`src/rtl/kbd_rx_pkg.sv`:
```
package kbd_rx_pkg;

    localparam int unsigned CHAR_W = 8;

    typedef struct packed {
        logic              ready;
        logic              overrun;
        logic [CHAR_W-1:0] char_val;
    } rx_state_t;

    typedef struct packed {
        logic io_sel;
        logic ctrl_rd;
        logic data_rd;
    } bus_dec_t;

endpackage

```
`src/rtl/kbd_addr_decode.sv`:
```
module kbd_addr_decode #(
    parameter int unsigned        ADDR_W    = 32,
    parameter logic [ADDR_W-1:0]  IO_BASE   = 32'hFFFF_0000,
    parameter logic [ADDR_W-1:0]  CTRL_ADDR = 32'hFFFF_0000,
    parameter logic [ADDR_W-1:0]  DATA_ADDR = 32'hFFFF_0004
) (
    input  logic                      clk,
    input  logic                      rst_n,
    input  logic [ADDR_W-1:0]         bus_addr,
    input  logic                      bus_rd,
    output kbd_rx_pkg::bus_dec_t      dec
);
    import kbd_rx_pkg::*;

    always_comb begin
        dec         = '0;
        dec.io_sel  = (bus_addr >= IO_BASE);
        dec.ctrl_rd = bus_rd && (bus_addr == CTRL_ADDR);
        dec.data_rd = bus_rd && (bus_addr == DATA_ADDR);
    end

    // a register hit always lies inside the I/O region under a read strobe
    p_hit_in_io_r1: assert property (@(posedge clk) disable iff (!rst_n)
        (dec.ctrl_rd || dec.data_rd) |-> (dec.io_sel && bus_rd));

    // at most one register is addressed per cycle
    p_single_hit_r10: assert property (@(posedge clk) disable iff (!rst_n)
        $onehot0({dec.ctrl_rd, dec.data_rd}));

endmodule

```
`src/rtl/kbd_rx_state.sv`:
```
module kbd_rx_state
    import kbd_rx_pkg::*;
(
    input  logic              clk,
    input  logic              rst_n,
    input  logic              key_valid,
    input  logic [CHAR_W-1:0] key_byte,
    input  logic              ctrl_rd,
    input  logic              data_rd,
    output rx_state_t         st
);
    rx_state_t st_d, st_q;
    logic      lost_evt;

    always_comb begin
        st_d     = st_q;
        lost_evt = key_valid && st_q.ready && !data_rd;

        if (key_valid) begin
            st_d.char_val = key_byte;
            st_d.ready    = 1'b1;
        end else if (data_rd) begin
            st_d.ready    = 1'b0;
        end

        if (lost_evt) begin
            st_d.overrun = 1'b1;
        end else if (ctrl_rd) begin
            st_d.overrun = 1'b0;
        end
    end

    always_ff @(posedge clk) begin
        if (!rst_n) begin
            st_q <= '0;
        end else begin
            st_q <= st_d;
        end
    end

    assign st = st_q;

    p_key_sets_ready_r4: assert property (@(posedge clk) disable iff (!rst_n)
        key_valid |=> (st_q.ready && st_q.char_val == $past(key_byte)));

    p_read_clears_r5: assert property (@(posedge clk) disable iff (!rst_n)
        (data_rd && !key_valid) |=> !st_q.ready);

    p_overrun_set_r6: assert property (@(posedge clk) disable iff (!rst_n)
        (key_valid && st_q.ready && !data_rd) |=> st_q.overrun);

    p_ctrl_clears_r7: assert property (@(posedge clk) disable iff (!rst_n)
        (ctrl_rd && !(key_valid && st_q.ready && !data_rd)) |=> !st_q.overrun);

    p_collide_keeps_r8: assert property (@(posedge clk) disable iff (!rst_n)
        (key_valid && data_rd) |=> (st_q.ready && $stable(st_q.overrun)));

    p_idle_stable_r10: assert property (@(posedge clk) disable iff (!rst_n)
        (!key_valid && !ctrl_rd && !data_rd) |=> $stable(st_q));

endmodule

```
`src/rtl/kbd_rd_mux.sv`:
```
module kbd_rd_mux
    import kbd_rx_pkg::*;
#(
    parameter int unsigned DATA_W = 32
) (
    input  bus_dec_t           dec,
    input  rx_state_t          st,
    output logic [DATA_W-1:0]  rdata
);
    localparam int unsigned FLAG_W = 2;

    logic [DATA_W-1:0] ctrl_word;
    logic [DATA_W-1:0] data_word;

    generate
        if (DATA_W > FLAG_W) begin : g_ctrl_pad
            assign ctrl_word = {{(DATA_W-FLAG_W){1'b0}}, st.overrun, st.ready};
        end else begin : g_ctrl_bare
            assign ctrl_word = {st.overrun, st.ready};
        end
        if (DATA_W > CHAR_W) begin : g_data_pad
            assign data_word = {{(DATA_W-CHAR_W){1'b0}}, st.char_val};
        end else begin : g_data_bare
            assign data_word = st.char_val[DATA_W-1:0];
        end
    endgenerate

    always_comb begin
        rdata = '0;
        if (dec.ctrl_rd) begin
            rdata = ctrl_word;
        end else if (dec.data_rd) begin
            rdata = data_word;
        end
    end

endmodule

```
`src/rtl/kbd_rx_regs.sv`:
```
module kbd_rx_regs #(
    parameter int unsigned        ADDR_W    = 32,
    parameter int unsigned        DATA_W    = 32,
    parameter logic [ADDR_W-1:0]  IO_BASE   = 32'hFFFF_0000,
    parameter logic [ADDR_W-1:0]  CTRL_ADDR = 32'hFFFF_0000,
    parameter logic [ADDR_W-1:0]  DATA_ADDR = 32'hFFFF_0004
) (
    input  logic              clk,
    input  logic              rst_n,
    input  logic [7:0]        key_byte,
    input  logic              key_valid,
    input  logic [ADDR_W-1:0] bus_addr,
    input  logic              bus_rd,
    output logic [DATA_W-1:0] bus_rdata,
    output logic              io_sel
);
    import kbd_rx_pkg::*;

    bus_dec_t  dec;
    rx_state_t st;

    kbd_addr_decode #(
        .ADDR_W    (ADDR_W),
        .IO_BASE   (IO_BASE),
        .CTRL_ADDR (CTRL_ADDR),
        .DATA_ADDR (DATA_ADDR)
    ) u_dec (
        .clk      (clk),
        .rst_n    (rst_n),
        .bus_addr (bus_addr),
        .bus_rd   (bus_rd),
        .dec      (dec)
    );

    kbd_rx_state u_state (
        .clk       (clk),
        .rst_n     (rst_n),
        .key_valid (key_valid),
        .key_byte  (key_byte),
        .ctrl_rd   (dec.ctrl_rd),
        .data_rd   (dec.data_rd),
        .st        (st)
    );

    kbd_rd_mux #(
        .DATA_W (DATA_W)
    ) u_mux (
        .dec   (dec),
        .st    (st),
        .rdata (bus_rdata)
    );

    assign io_sel = dec.io_sel;

    p_ctrl_upper_zero_r2: assert property (@(posedge clk) disable iff (!rst_n)
        (bus_rd && bus_addr == CTRL_ADDR) |-> (bus_rdata[DATA_W-1:2] == '0));

    p_data_upper_zero_r3: assert property (@(posedge clk) disable iff (!rst_n)
        (bus_rd && bus_addr == DATA_ADDR) |-> (bus_rdata[DATA_W-1:8] == '0));

    p_no_read_zero_r10: assert property (@(posedge clk) disable iff (!rst_n)
        !bus_rd |-> (bus_rdata == '0));

    p_reset_clear_r9: assert property (@(posedge clk)
        !rst_n |=> (st == '0));

endmodule

```
`config.mk`:
```
export PLATFORM = sky130hd
export DESIGN_NAME = kbd_rx_regs
export DESIGN_NICKNAME = d
export VERILOG_FILES = /design/src/rtl/kbd_rx_pkg.sv /design/src/rtl/kbd_addr_decode.sv /design/src/rtl/kbd_rx_state.sv /design/src/rtl/kbd_rd_mux.sv /design/src/rtl/kbd_rx_regs.sv
export SDC_FILE = /design/constraint.sdc
export NUM_CORES = 1
export LEC_CHECK = 0
export ABC_AREA = 0
export BUFFER_PORTS_ARGS = -buffer_cell sky130_fd_sc_hd__buf_2
export CELL_PAD_IN_SITES_DETAIL_PLACEMENT = 0
export CELL_PAD_IN_SITES_GLOBAL_PLACEMENT = 1
export CORE_UTILIZATION = 22
export DETAILED_ROUTE_END_ITERATION = 10
export PLACE_DENSITY_LB_ADDON = 0.15
export SETUP_SLACK_MARGIN = 0.2
export SLEW_MARGIN = 20
export SYNTH_ARGS = -nofsm -noshare
export SYNTH_HDL_FRONTEND = slang
export SYNTH_SLANG_ARGS = --single-unit
```
`constraint.sdc`:
```
create_clock -name clk -period 1.9 [get_ports clk]
set_input_delay 0.285 -clock clk [delete_from_list [all_inputs] [get_ports clk]]
set_output_delay 0.285 -clock clk [all_outputs]
set_load 0.03 [all_outputs]
```
# Word level (Yosys, flattened, before mapping)

Index checks and enable logic that the tools add are counted.

Mux-type cells: 6
Reduce and logical (&&, ||, !) cells: 7
Magnitude comparators: 1
Eq/ne operators: 2

Operators with widths:

| cell                   | count |
|---|---|
| $eq A32 B32 Y1 const B | 2 |
| $ge A32 B32 Y1 const B | 1 |
| $mux W32               | 1 |
| $mux W8                | 1 |
| $logic_and A1 B1 Y1    | 4 |
| $mux W1                | 4 |
| $reduce_bool A2 Y1     | 2 |
| $logic_not A1 Y1       | 1 |

Output and inout bits: 33
Bits in registers: 10
Word-level logic and storage cells: 19
Bits of input ports: 44

# Logic depth before layout (Yosys ltp)

Gate-level depths: netlist of the first run.

Depth in word-level cells: 5
Depth in mapped cells: 4
Gate-level depth less buffers: 4

# By module

Synthesis of the first run repeated with hierarchy kept, for this count alone.

Cell total of the unflattened synthesis: 80
Area total of the unflattened synthesis: 716.9 um^2

Modules (own cells, without submodules):

| module          | seq. area each (um^2) | cells each | area an instance (um^2) | instances |
|---|---|---|---|---|
| kbd_rx_state    | 200.2                 | 32         | 376.6                   | 1 |
| kbd_rd_mux      | 0.0                   | 34         | 252.7                   | 1 |
| kbd_addr_decode | 0.0                   | 14         | 87.6                    | 1 |

# Worst setup path after synthesis of the first run

OpenSTA, ideal clock, no wires.

Path type: input port to output port
Start point: input port bus_addr[30]
End point: output port bus_rdata[0]
Slack: 0.006 ns
Path buffers: 0
Cell stages on the path: 4
Arrival time: 1.609 ns
Required time: 1.615 ns
Cells stage by stage: nand4_1 -> or4_4 -> or2_1 -> nor2_1

Word-level cells in the longest chain between the ends: 4
Elaborated cells on any way between the ends: 6
Classes of those cells: eq/ne (2); mux (2); reduce/logical (2)

RTL lines:

| item                | RTL line              | text |
|---|---|---|
| start, declared     | kbd_rx_regs.sv:12     | `input logic [ADDR_W-1:0] bus_addr,` |
| $eq A32 B32 Y1      | kbd_addr_decode.sv:19 | `dec.data_rd = bus_rd && (bus_addr == DATA_ADDR);` |
| $logic_and A1 B1 Y1 | kbd_addr_decode.sv:19 |  |
| $mux W8             | kbd_rd_mux.sv:32      | `end else if (dec.data_rd) begin` |
| $mux W32 *          | kbd_rd_mux.sv:30      | `if (dec.ctrl_rd) begin` |
| end, declared       | kbd_rx_regs.sv:14     | `output logic [DATA_W-1:0] bus_rdata,` |

Every way passes the cells marked *; elsewhere a longest branch is shown, timed or not.

# Worst setup path after layout of the first run

Start point: input port bus_addr[24]
End point: output port bus_rdata[7]

The elaborated chain is that of the path after synthesis.

==> metrics.txt, run 1 <==
# TYPE chip_impl_metric gauge
chip_impl_info{name="worst_r2r_startpoint",value="u_state.st[9]$_SDFFE_PN0P_"} 1
chip_impl_metric{name="min_path_cells",unit=""} 3
chip_impl_metric{name="vdd_drop_max",unit="mV"} 0.285
chip_impl_metric{name="reg2reg_depth",unit=""} 4
chip_impl_metric{name="chipWidth",unit="µm"} 59.5
chip_impl_metric{name="grt.overflow.total",unit=""} 0
chip_impl_metric{name="place_area",unit="µm²"} 962
chip_impl_metric{name="final_area",unit="mm²"} 0.00113
chip_impl_metric{name="worstPathRequired",unit="ns"} 1.62
chip_impl_metric{name="postSynthCellCount",unit=""} 85
chip_impl_metric{name="floorplan.initialDensity",unit=""} 0.234
chip_impl_info{name="holdCritStartpoint",value="key_byte[7]"} 1
chip_impl_metric{name="fp.dieH",unit="µm"} 59.5
chip_impl_info{name="critical_path.endpoint_type",value="primary output"} 1
chip_impl_metric{name="num-nets-final",unit=""} 184
chip_impl_metric{name="powerDensity",unit="mW/mm²"} 469
chip_impl_metric{name="critical_path_arrival",unit="ns"} 1.55
chip_impl_metric{name="drt-initial-drc-count",unit=""} 4
chip_impl_metric{name="firstDrtPassIters",unit=""} 2
chip_impl_info{name="worst_path_most_repeated_cell",value="buf_6"} 1
chip_impl_metric{name="antenna-diode-count",unit=""} 0
chip_impl_metric{name="timing.critical_path.depth",unit=""} 7
chip_impl_metric{name="synthesis.area",unit="µm²"} 727
chip_impl_metric{name="post_drt_wl_per_cell",unit="µm"} 9.60
chip_impl_metric{name="setup_slack_of_the_most_critical_reg_to_reg_path",unit="ns"} 0.99
chip_impl_metric{name="pre_cts_ws",unit="ns"} -0.133
chip_impl_metric{name="grt_max_degree",unit=""} 13
chip_impl_metric{name="placement_rows",unit=""} 20
chip_impl_metric{name="critical_path_buf_inv_count",unit=""} 3
chip_impl_info{name="rsz_0062_raised_after_global_routing",value="true"} 1
chip_impl_metric{name="totalNegativeSetupSlack",unit="ns"} 0
chip_impl_metric{name="drive_above_1_share",unit=""} 0.507
chip_impl_metric{name="core_region_area",unit="mm²"} 0.00310
chip_impl_info{name="critical_path_class",value="in2out"} 1
chip_impl_metric{name="dr_total_vias",unit=""} 704
chip_impl_metric{name="leakage",unit="nW"} 0.573
chip_impl_metric{name="drv.max_cap_violation_count",unit=""} 0
chip_impl_info{name="timing.critical_path.cells",value="buf_6, nand4_1, or4_4, nor3_4, buf_6, and2_4, buf_6"} 1
chip_impl_metric{name="avgSynthCellArea",unit="µm²"} 8.55
chip_impl_metric{name="critical_path.max_stage_delay",unit="ns"} 0.58
chip_impl_metric{name="timing.final.ws_setup",unit="ns"} 0.0673
chip_impl_metric{name="detailed_route_drc_error_count",unit=""} 0
chip_impl_metric{name="globalplace.congestion",unit=""} 0.683
chip_impl_metric{name="path_clk_slew",unit="ns"} 0.06
chip_impl_metric{name="postSynthRegisterBits",unit=""} 10
chip_impl_metric{name="floorplan.die_area",unit="mm²"} 0.00354
chip_impl_metric{name="layout_min_cycle_time",unit="ns"} 1.83
chip_impl_info{name="start_kind",value="input port"} 1
chip_impl_metric{name="fin_worst_skew",unit="ns"} 0.000148
chip_impl_metric{name="drt_wl_total",unit="µm"} 1750
chip_impl_info{name="critical-path-top-delay-family",value="simple AND/OR/NAND/NOR gates"} 1
chip_impl_metric{name="post_layout_nonfiller_instances",unit=""} 182
chip_impl_metric{name="clockBufferDepth",unit=""} 2
chip_impl_metric{name="final-max-slew-violation-count",unit=""} 0
chip_impl_info{name="launch_point_of_the_critical_path",value="bus_addr[24]"} 1
chip_impl_metric{name="numPortBuffers",unit=""} 52
chip_impl_info{name="run_status",value="completed"} 1
chip_impl_metric{name="total_grt_usage",unit=""} 0.0997
chip_impl_metric{name="flow.area_growth_from_synthesis",unit="%"} 55.6
chip_impl_metric{name="grt_pass1_wl",unit="µm"} 2610
chip_impl_metric{name="antenna_left",unit=""} 0
chip_impl_metric{name="setup-violations-final",unit=""} 0
chip_impl_metric{name="clock.fmax",unit="MHz"} 546
chip_impl_metric{name="dp_hpwl",unit="µm"} 1350
chip_impl_metric{name="yosys_warnings",unit=""} 0
chip_impl_metric{name="post_synthesis_cell_type_count",unit=""} 21
chip_impl_metric{name="period_share",unit=""} 0.965
chip_impl_metric{name="grt_antenna_before_repair",unit=""} 0
chip_impl_metric{name="worst_skew_pair.late_latency",unit="ns"} 0.26
chip_impl_info{name="cts.root.buffer_cell",value="clkbuf_4"} 1
chip_impl_metric{name="holdWs",unit="ns"} 0.285
chip_impl_info{name="tritoncts_clock_tree",value="yes"} 1
chip_impl_metric{name="place.detailed.instances",unit=""} 178
chip_impl_metric{name="timing.final.hold_violations",unit=""} 0
chip_impl_metric{name="number_of_h_tree_levels",unit=""} 1
chip_impl_metric{name="max_reg_flops",unit=""} 10
chip_impl_metric{name="via_count_of_the_first_global_routing_pass",unit=""} 638
chip_impl_metric{name="numClockSinks",unit=""} 10
chip_impl_metric{name="via_per_inst",unit=""} 3.87
chip_impl_metric{name="cts_buffers",unit=""} 3
chip_impl_info{name="worst_path_max_delay_cell",value="or4_4"} 1
chip_impl_info{name="hp-class",value="in2reg"} 1
chip_impl_metric{name="ioPinCount",unit=""} 77
chip_impl_metric{name="yosysSeqAreaShare",unit=""} 0.275
chip_impl_metric{name="worstPathMaxFanout",unit=""} 8
[report_power, final]
| group | total (mW) | internal, mW | switching [mW] |
|---|---|---|---|
| clock | 0.138 | 0.0728 | 0.0650 |
| sequential | 0.232 | 0.224 | 0.00868 |
| combinational | 0.161 | 0.0624 | 0.0983 |
| total | 0.531 | 0.359 | 0.172 |
[Yosys cell counts (all sizes together)]
cell type   n  area [µm²]
o311ai      1        8.76
nor2b       8        50.1
nor3        1        16.3
mux2i      10         100
nand3       1        5.00
nand2       4        15.0
or2         1        6.26
nor4b       1        8.76
inv         2        7.51
nor2        2        7.51
buf        25         185
dfxtp      10         200
clkbuf      1        3.75
conb        1        3.75
and2        6        37.5
nor4        3        18.8
or4         1        11.3
nand4       5        31.3
o21ai       2        10.0
[kinds of logic (layout without fill, tap and decap cells)]
family                 after synthesis  after routing  synth area share
other                                1             24           0.00516
DFF                                 10             10             0.275
muxes                               10             10             0.138
and+or+nand+nor                     33             33             0.286
buffers and inverters               28             58             0.270
AOI/OAI and AO/OA                    3              3            0.0258
[per-stage QoR]
| step | utilization | power (mW) |
|---|---|---|
| floorplan | - | 0.370 |
| global placement | 0.310 | 0.380 |
| detailed placement | 0.310 | 0.382 |
| CTS | 0.346 | 0.527 |
| global route | 0.365 | 0.570 |
| finish | 0.365 | 0.531 |
[layer usage]
metal	up-vias	share of wire	GRT usage
met5	-	0	0
met3	2	0.10	0.0393
met2	45	0.53	0.185
li1	347	-	-
met4	0	0.011	0.0408
met1	310	0.35	0.0976
[worst paths after layout]
| path | endpoint |
|---|---|
| max reg2reg | u_state.st[8]$_SDFFE_PN0P_ |
| max | bus_rdata[7] |
| min | u_state.st[7]$_SDFFE_PN0P_ |
| min reg2reg | u_state.st[8]$_SDFFE_PN0P_ |
[cell usage in the layout (no fill, tap or decap), types with 2 or more instances in the layout]
master	n
buf_2	35
clkbuf_4	3
buf_6	18
mux2i_1	10
inv_1	2
nor2_4	2
and2_4	6
dfxtp_1	10
nor4_2	2
nand2_1	4
conb_1	24
nand4_1	5
nor2b_1	8
[area by class of cell]
type | count | area, µm²
multi-input combinational | 70 | 468
sequential | 10 | 200
inverter | 2 | 7.51
clock buffer | 3 | 22.5
fill | 349 | 1970
tap | 44 | 55.1
timing repair buffer | 53 | 378
[repair_timing]
item | in CTS | in global routing
resized for setup | 27 | 9
pin swaps | 10 | 7
hold buffers | 0 | 0
endpoints found under the hold margin | 0 | 0
endpoints found under the setup margin | 8 | 8
gates cloned | 0 | 0
buffers inserted | 1 | 0
[tightest hold or removal path, delay by kind of cell]
family,cells,cell delay (ns)
and+or+nand+nor,1,0.09
buffers and inverters,1,0.07
muxes,1,0.06
Power figures use the tool's default switching activity.
==> run 2: changes to the inputs <==
- ABC_AREA: 0 -> 1
- CORE_UTILIZATION: 22 -> 20
- SLEW_MARGIN: 20 -> 25
- clock period: 1.9 -> 1.5 ns (I/O delays scaled with it)
==> run 2 against run 1 <==
Clock power rose by 150%. Power rose by 62%. Worst hold slack got worse by 0.071 ns. Die area rose by 26%. Cell count rose by 37%. Worst setup slack got worse by 0.056 ns. Routed wire length rose by 29%. Global-route usage fell by 0.63 points. Critical path type unchanged. Cell area rose by 17%. Highest routed layer unchanged. Critical endpoint is now bus_rdata[0].
==> metrics.txt, run 2 <==
# TYPE chip_impl_metric gauge
chip_impl_info{name="run_status",value="completed"} 1
chip_impl_metric{name="placement_rows",unit=""} 23
chip_impl_metric{name="yosys_warnings",unit=""} 0
chip_impl_info{name="worst_path_max_delay_cell",value="nor2_4"} 1
chip_impl_metric{name="synth_xor_area_frac",unit=""} 0
chip_impl_metric{name="clockBufferDepth",unit=""} 2
chip_impl_metric{name="drive_above_1_share",unit=""} 0.432
chip_impl_metric{name="power_frac_seq",unit=""} 0.343
chip_impl_metric{name="yosysSeqAreaShare",unit=""} 0.240
chip_impl_metric{name="setup_slack_of_the_most_critical_reg_to_reg_path",unit="ns"} 0.80
chip_impl_info{name="tritoncts_clock_tree",value="yes"} 1
chip_impl_metric{name="grt_pass1_wl",unit="µm"} 3110
chip_impl_metric{name="path_clk_slew",unit="ns"} 0.05
chip_impl_metric{name="drt_wl_total",unit="µm"} 2250
chip_impl_info{name="final_common_cell",value="buf_2"} 1
chip_impl_info{name="synth.cells.most_frequent",value="nor2_1, nand2_1, buf_4"} 1
chip_impl_metric{name="postCtsSetupRepairBufs",unit=""} 0
chip_impl_metric{name="worstPathRequired",unit="ns"} 1.27
chip_impl_metric{name="number_of_enable_type_register_cells_in_the_synthesized_netlist",unit=""} 0
chip_impl_info{name="hp-class",value="in2reg"} 1
chip_impl_metric{name="powerDensity",unit="mW/mm²"} 648
chip_impl_metric{name="setup-violations-final",unit=""} 0
chip_impl_metric{name="postSynthCellCount",unit=""} 142
chip_impl_info{name="synth_top_area_cell",value="dfxtp_1"} 1
chip_impl_metric{name="worstPathMaxFanout",unit=""} 5
chip_impl_metric{name="post_synthesis_cell_type_count",unit=""} 17
chip_impl_metric{name="power.internal",unit="mW"} 0.597
chip_impl_metric{name="synthesis.area",unit="µm²"} 836
chip_impl_info{name="holdCritStartpoint",value="key_byte[6]"} 1
chip_impl_metric{name="cts_buffers",unit=""} 3
chip_impl_metric{name="via_count_of_the_first_global_routing_pass",unit=""} 790
chip_impl_metric{name="fraction_of_the_mapped_netlist_area_in_compound_gates",unit=""} 0.0763
chip_impl_metric{name="dr_total_vias",unit=""} 951
chip_impl_metric{name="timing.critical_path.depth",unit=""} 8
chip_impl_info{name="start_kind",value="input port"} 1
chip_impl_info{name="crit_path_end",value="bus_rdata[0]"} 1
chip_impl_metric{name="via_per_inst",unit=""} 3.82
chip_impl_metric{name="floorplan.die_area",unit="mm²"} 0.00444
chip_impl_metric{name="synth-async-reset-ratio",unit=""} 0
chip_impl_metric{name="period_share",unit=""} 0.993
chip_impl_metric{name="max_reg_flops",unit=""} 10
chip_impl_metric{name="met1_usage",unit=""} 0.0958
chip_impl_metric{name="numClockSinks",unit=""} 10
chip_impl_info{name="synth.top_cells.by_area",value="dfxtp_1, buf_4, nor2_1, nand2_1, inv_1"} 1
chip_impl_metric{name="leakage",unit="nW"} 0.707
chip_impl_metric{name="drt-initial-drc-count",unit=""} 10
chip_impl_metric{name="clock_power_share",unit=""} 0.394
chip_impl_metric{name="place.detailed.instances",unit=""} 244
chip_impl_metric{name="critical_path_arrival",unit="ns"} 1.26
chip_impl_metric{name="grt_max_degree",unit=""} 11
chip_impl_metric{name="postSynthRegisterBits",unit=""} 10
chip_impl_metric{name="fp.dieH",unit="µm"} 66.6
chip_impl_info{name="yosys.cell_count.top_type",value="nor2_1"} 1
chip_impl_metric{name="firstDrtPassIters",unit=""} 4
chip_impl_metric{name="critical_path_buf_inv_count",unit=""} 2
chip_impl_metric{name="vdd_drop_max",unit="mV"} 0.406
chip_impl_metric{name="floorplan.initialDensity",unit=""} 0.209
chip_impl_info{name="timing.critical_path.cells",value="buf_6, nand2_2, nor2_2, nand2_2, nor2_4, nand3_4, o21ai_2, buf_6"} 1
chip_impl_info{name="grt_busiest_layer",value="met2"} 1
chip_impl_info{name="synth_top_family_by_area",value="simple AND/OR/NAND/NOR gates"} 1
chip_impl_metric{name="synth-simple-area-share",unit=""} 0.368
chip_impl_metric{name="globalplace.congestion",unit=""} 0.665
chip_impl_metric{name="flow.area_growth_from_synthesis",unit="%"} 59.0
chip_impl_info{name="cts.root.buffer_cell",value="clkbuf_8"} 1
chip_impl_metric{name="reg2reg_depth",unit=""} 4
chip_impl_metric{name="ioPinCount",unit=""} 77
chip_impl_metric{name="grtUsageMet2",unit=""} 0.177
chip_impl_metric{name="num-nets-final",unit=""} 244
chip_impl_info{name="launch_point_of_the_critical_path",value="bus_addr[31]"} 1
chip_impl_metric{name="numPortBuffers",unit=""} 52
chip_impl_info{name="layout.cells.most_common_list",value="buf_2, nand2_1, nor2_1, conb_1, inv_1"} 1
chip_impl_metric{name="synth-adder-area-share",unit=""} 0
chip_impl_info{name="synthFlopType",value="dfxtp_1"} 1
chip_impl_metric{name="final-max-slew-violation-count",unit=""} 0
chip_impl_metric{name="timing.final.hold_violations",unit=""} 0
chip_impl_metric{name="global_route.usage.met3",unit=""} 0.0223
chip_impl_metric{name="comb_power_share",unit=""} 0.262
chip_impl_info{name="worst_r2r_startpoint",value="u_state.st[9]$_SDFFE_PN0P_"} 1
chip_impl_metric{name="fin_worst_skew",unit="ns"} 0.000293
chip_impl_info{name="critical-path-top-delay-family",value="simple AND/OR/NAND/NOR gates"} 1
chip_impl_metric{name="number_of_h_tree_levels",unit=""} 1
chip_impl_metric{name="post_drt_wl_per_cell",unit="µm"} 9.02
chip_impl_info{name="critical_path_class",value="in2out"} 1
chip_impl_metric{name="detailed_route_drc_error_count",unit=""} 0
chip_impl_metric{name="dp_hpwl",unit="µm"} 1670
chip_impl_metric{name="total_grt_usage",unit=""} 0.0934
chip_impl_info{name="worst_r2r_end",value="u_state.st[8]$_SDFFE_PN0P_"} 1
chip_impl_metric{name="clock.fmax",unit="MHz"} 672
chip_impl_metric{name="avgSynthCellArea",unit="µm²"} 5.89
chip_impl_metric{name="drv.max_cap_violation_count",unit=""} 0
chip_impl_info{name="critical_path.endpoint_type",value="primary output"} 1
chip_impl_metric{name="pre_cts_ws",unit="ns"} -0.0538
chip_impl_metric{name="muxShareOfSynthArea",unit=""} 0
chip_impl_metric{name="holdWs",unit="ns"} 0.215
chip_impl_metric{name="worst_skew_pair.late_latency",unit="ns"} 0.23
chip_impl_metric{name="post_layout_nonfiller_instances",unit=""} 249
chip_impl_metric{name="timing.final.ws_setup",unit="ns"} 0.0109
chip_impl_metric{name="swShare",unit=""} 0.307
chip_impl_metric{name="grt.overflow.total",unit=""} 0
chip_impl_metric{name="power_switching",unit="mW"} 0.264
chip_impl_metric{name="layout_min_cycle_time",unit="ns"} 1.49
chip_impl_info{name="rsz_0062_raised_after_global_routing",value="true"} 1
chip_impl_metric{name="synthDominantCellAreaShare",unit=""} 0.240
chip_impl_metric{name="antenna-diode-count",unit=""} 0
chip_impl_metric{name="finish.utilization",unit=""} 0.332
chip_impl_metric{name="core_region_area",unit="mm²"} 0.00400
chip_impl_metric{name="critical_path.max_stage_delay",unit="ns"} 0.24
chip_impl_metric{name="chipWidth",unit="µm"} 66.6
chip_impl_metric{name="antenna_left",unit=""} 0
chip_impl_metric{name="grt_antenna_before_repair",unit=""} 0
==> run 2: cell count changes after synthesis, moves of 2 or more <==
cell	change
o21ai_0	+7
nand2_1	+29
inv_1	+17
nand3_1	+2
a21oi_1	+2
nand4_1	-5
and2_1	-6
nor2_1	+32
nor2b_1	-8
mux2i_1	-10
nor4_1	-3
==> run 2: power by group through the flow <==
| stage | sequential (mW) | clock, mW | combinational [mW] |
|---|---|---|---|
| final | 0.296 | 0.340 | 0.226 |
| after global routing | 0.297 | 0.367 | 0.252 |
| after CTS | 0.293 | 0.354 | 0.205 |
| after detailed placement | 0.299 | 0 | 0.204 |
| after global placement | 0.299 | 0 | 0.202 |
| after floorplan | 0.297 | 0 | 0.184 |
==> run 2: kinds of logic after synthesis <==
kind of cell / after synthesis
other: 1
DFF: 10
and+or+nand+nor: 74
AOI/OAI and AO/OA: 12
buffers and inverters: 45
==> run 2: cell type report <==
| class | instances | area (µm²) |
|---|---|---|
| flip-flops and latches | 10 | 200 |
| well taps | 50 | 62.6 |
| fillers | 462 | 2670 |
| inverters | 20 | 75.1 |
| multi-input cells | 111 | 568 |
| repair buffers | 54 | 368 |
| clock buffers | 4 | 55.1 |
==> run 2: worst min path at each step <==
| stage | to | slack (ns) | depth (start not counted) |
|---|---|---|---|
| after floorplan | u_state.st[8]$_SDFFE_PN0P_ | 0.36 | 2 |
| after global placement | u_state.st[5]$_SDFFE_PN0P_ | 0.44 | 3 |
| after detailed placement | u_state.st[5]$_SDFFE_PN0P_ | 0.46 | 3 |
| after CTS | u_state.st[5]$_SDFFE_PN0P_ | 0.21 | 3 |
| after global routing | u_state.st[7]$_SDFFE_PN0P_ | 0.22 | 3 |
| final | u_state.st[6]$_SDFFE_PN0P_ | 0.21 | 3 |
==> run 2: through the flow <==
stage	area [µm²]	power [mW]	setup TNS [ns]
after detailed placement	1090	0.503	-0.115
after global placement	1090	0.501	-0.0740
after floorplan	941	0.480	-0.0121
final	1330	0.861	0
after CTS	1160	0.852	0
after global routing	1330	0.916	-0.359
==> run 2: worst min-delay path, cell delays in order <==
cell and delay (ns):
buf_2 0.07, nor2_1 0.03, nor2_1 0.08
==> run 2: timing repair <==
item | 4_1_cts | 5_1_grt
pin swaps | 1 | 17
cloned | 0 | 1
hold buffers | 0 | 0
endpoints found under the setup margin | 8 | 8
gates resized for setup | 4 | 47
==> run 2: per-layer routing <==
| layer | up-vias | wire length, µm |
|---|---|---|
| li1 | 494 | - |
| met1 | 411 | 889 |
| met2 | 44 | 1170 |
| met3 | 2 | 163 |
| met4 | 0 | 19 |
| met5 | - | 0 |
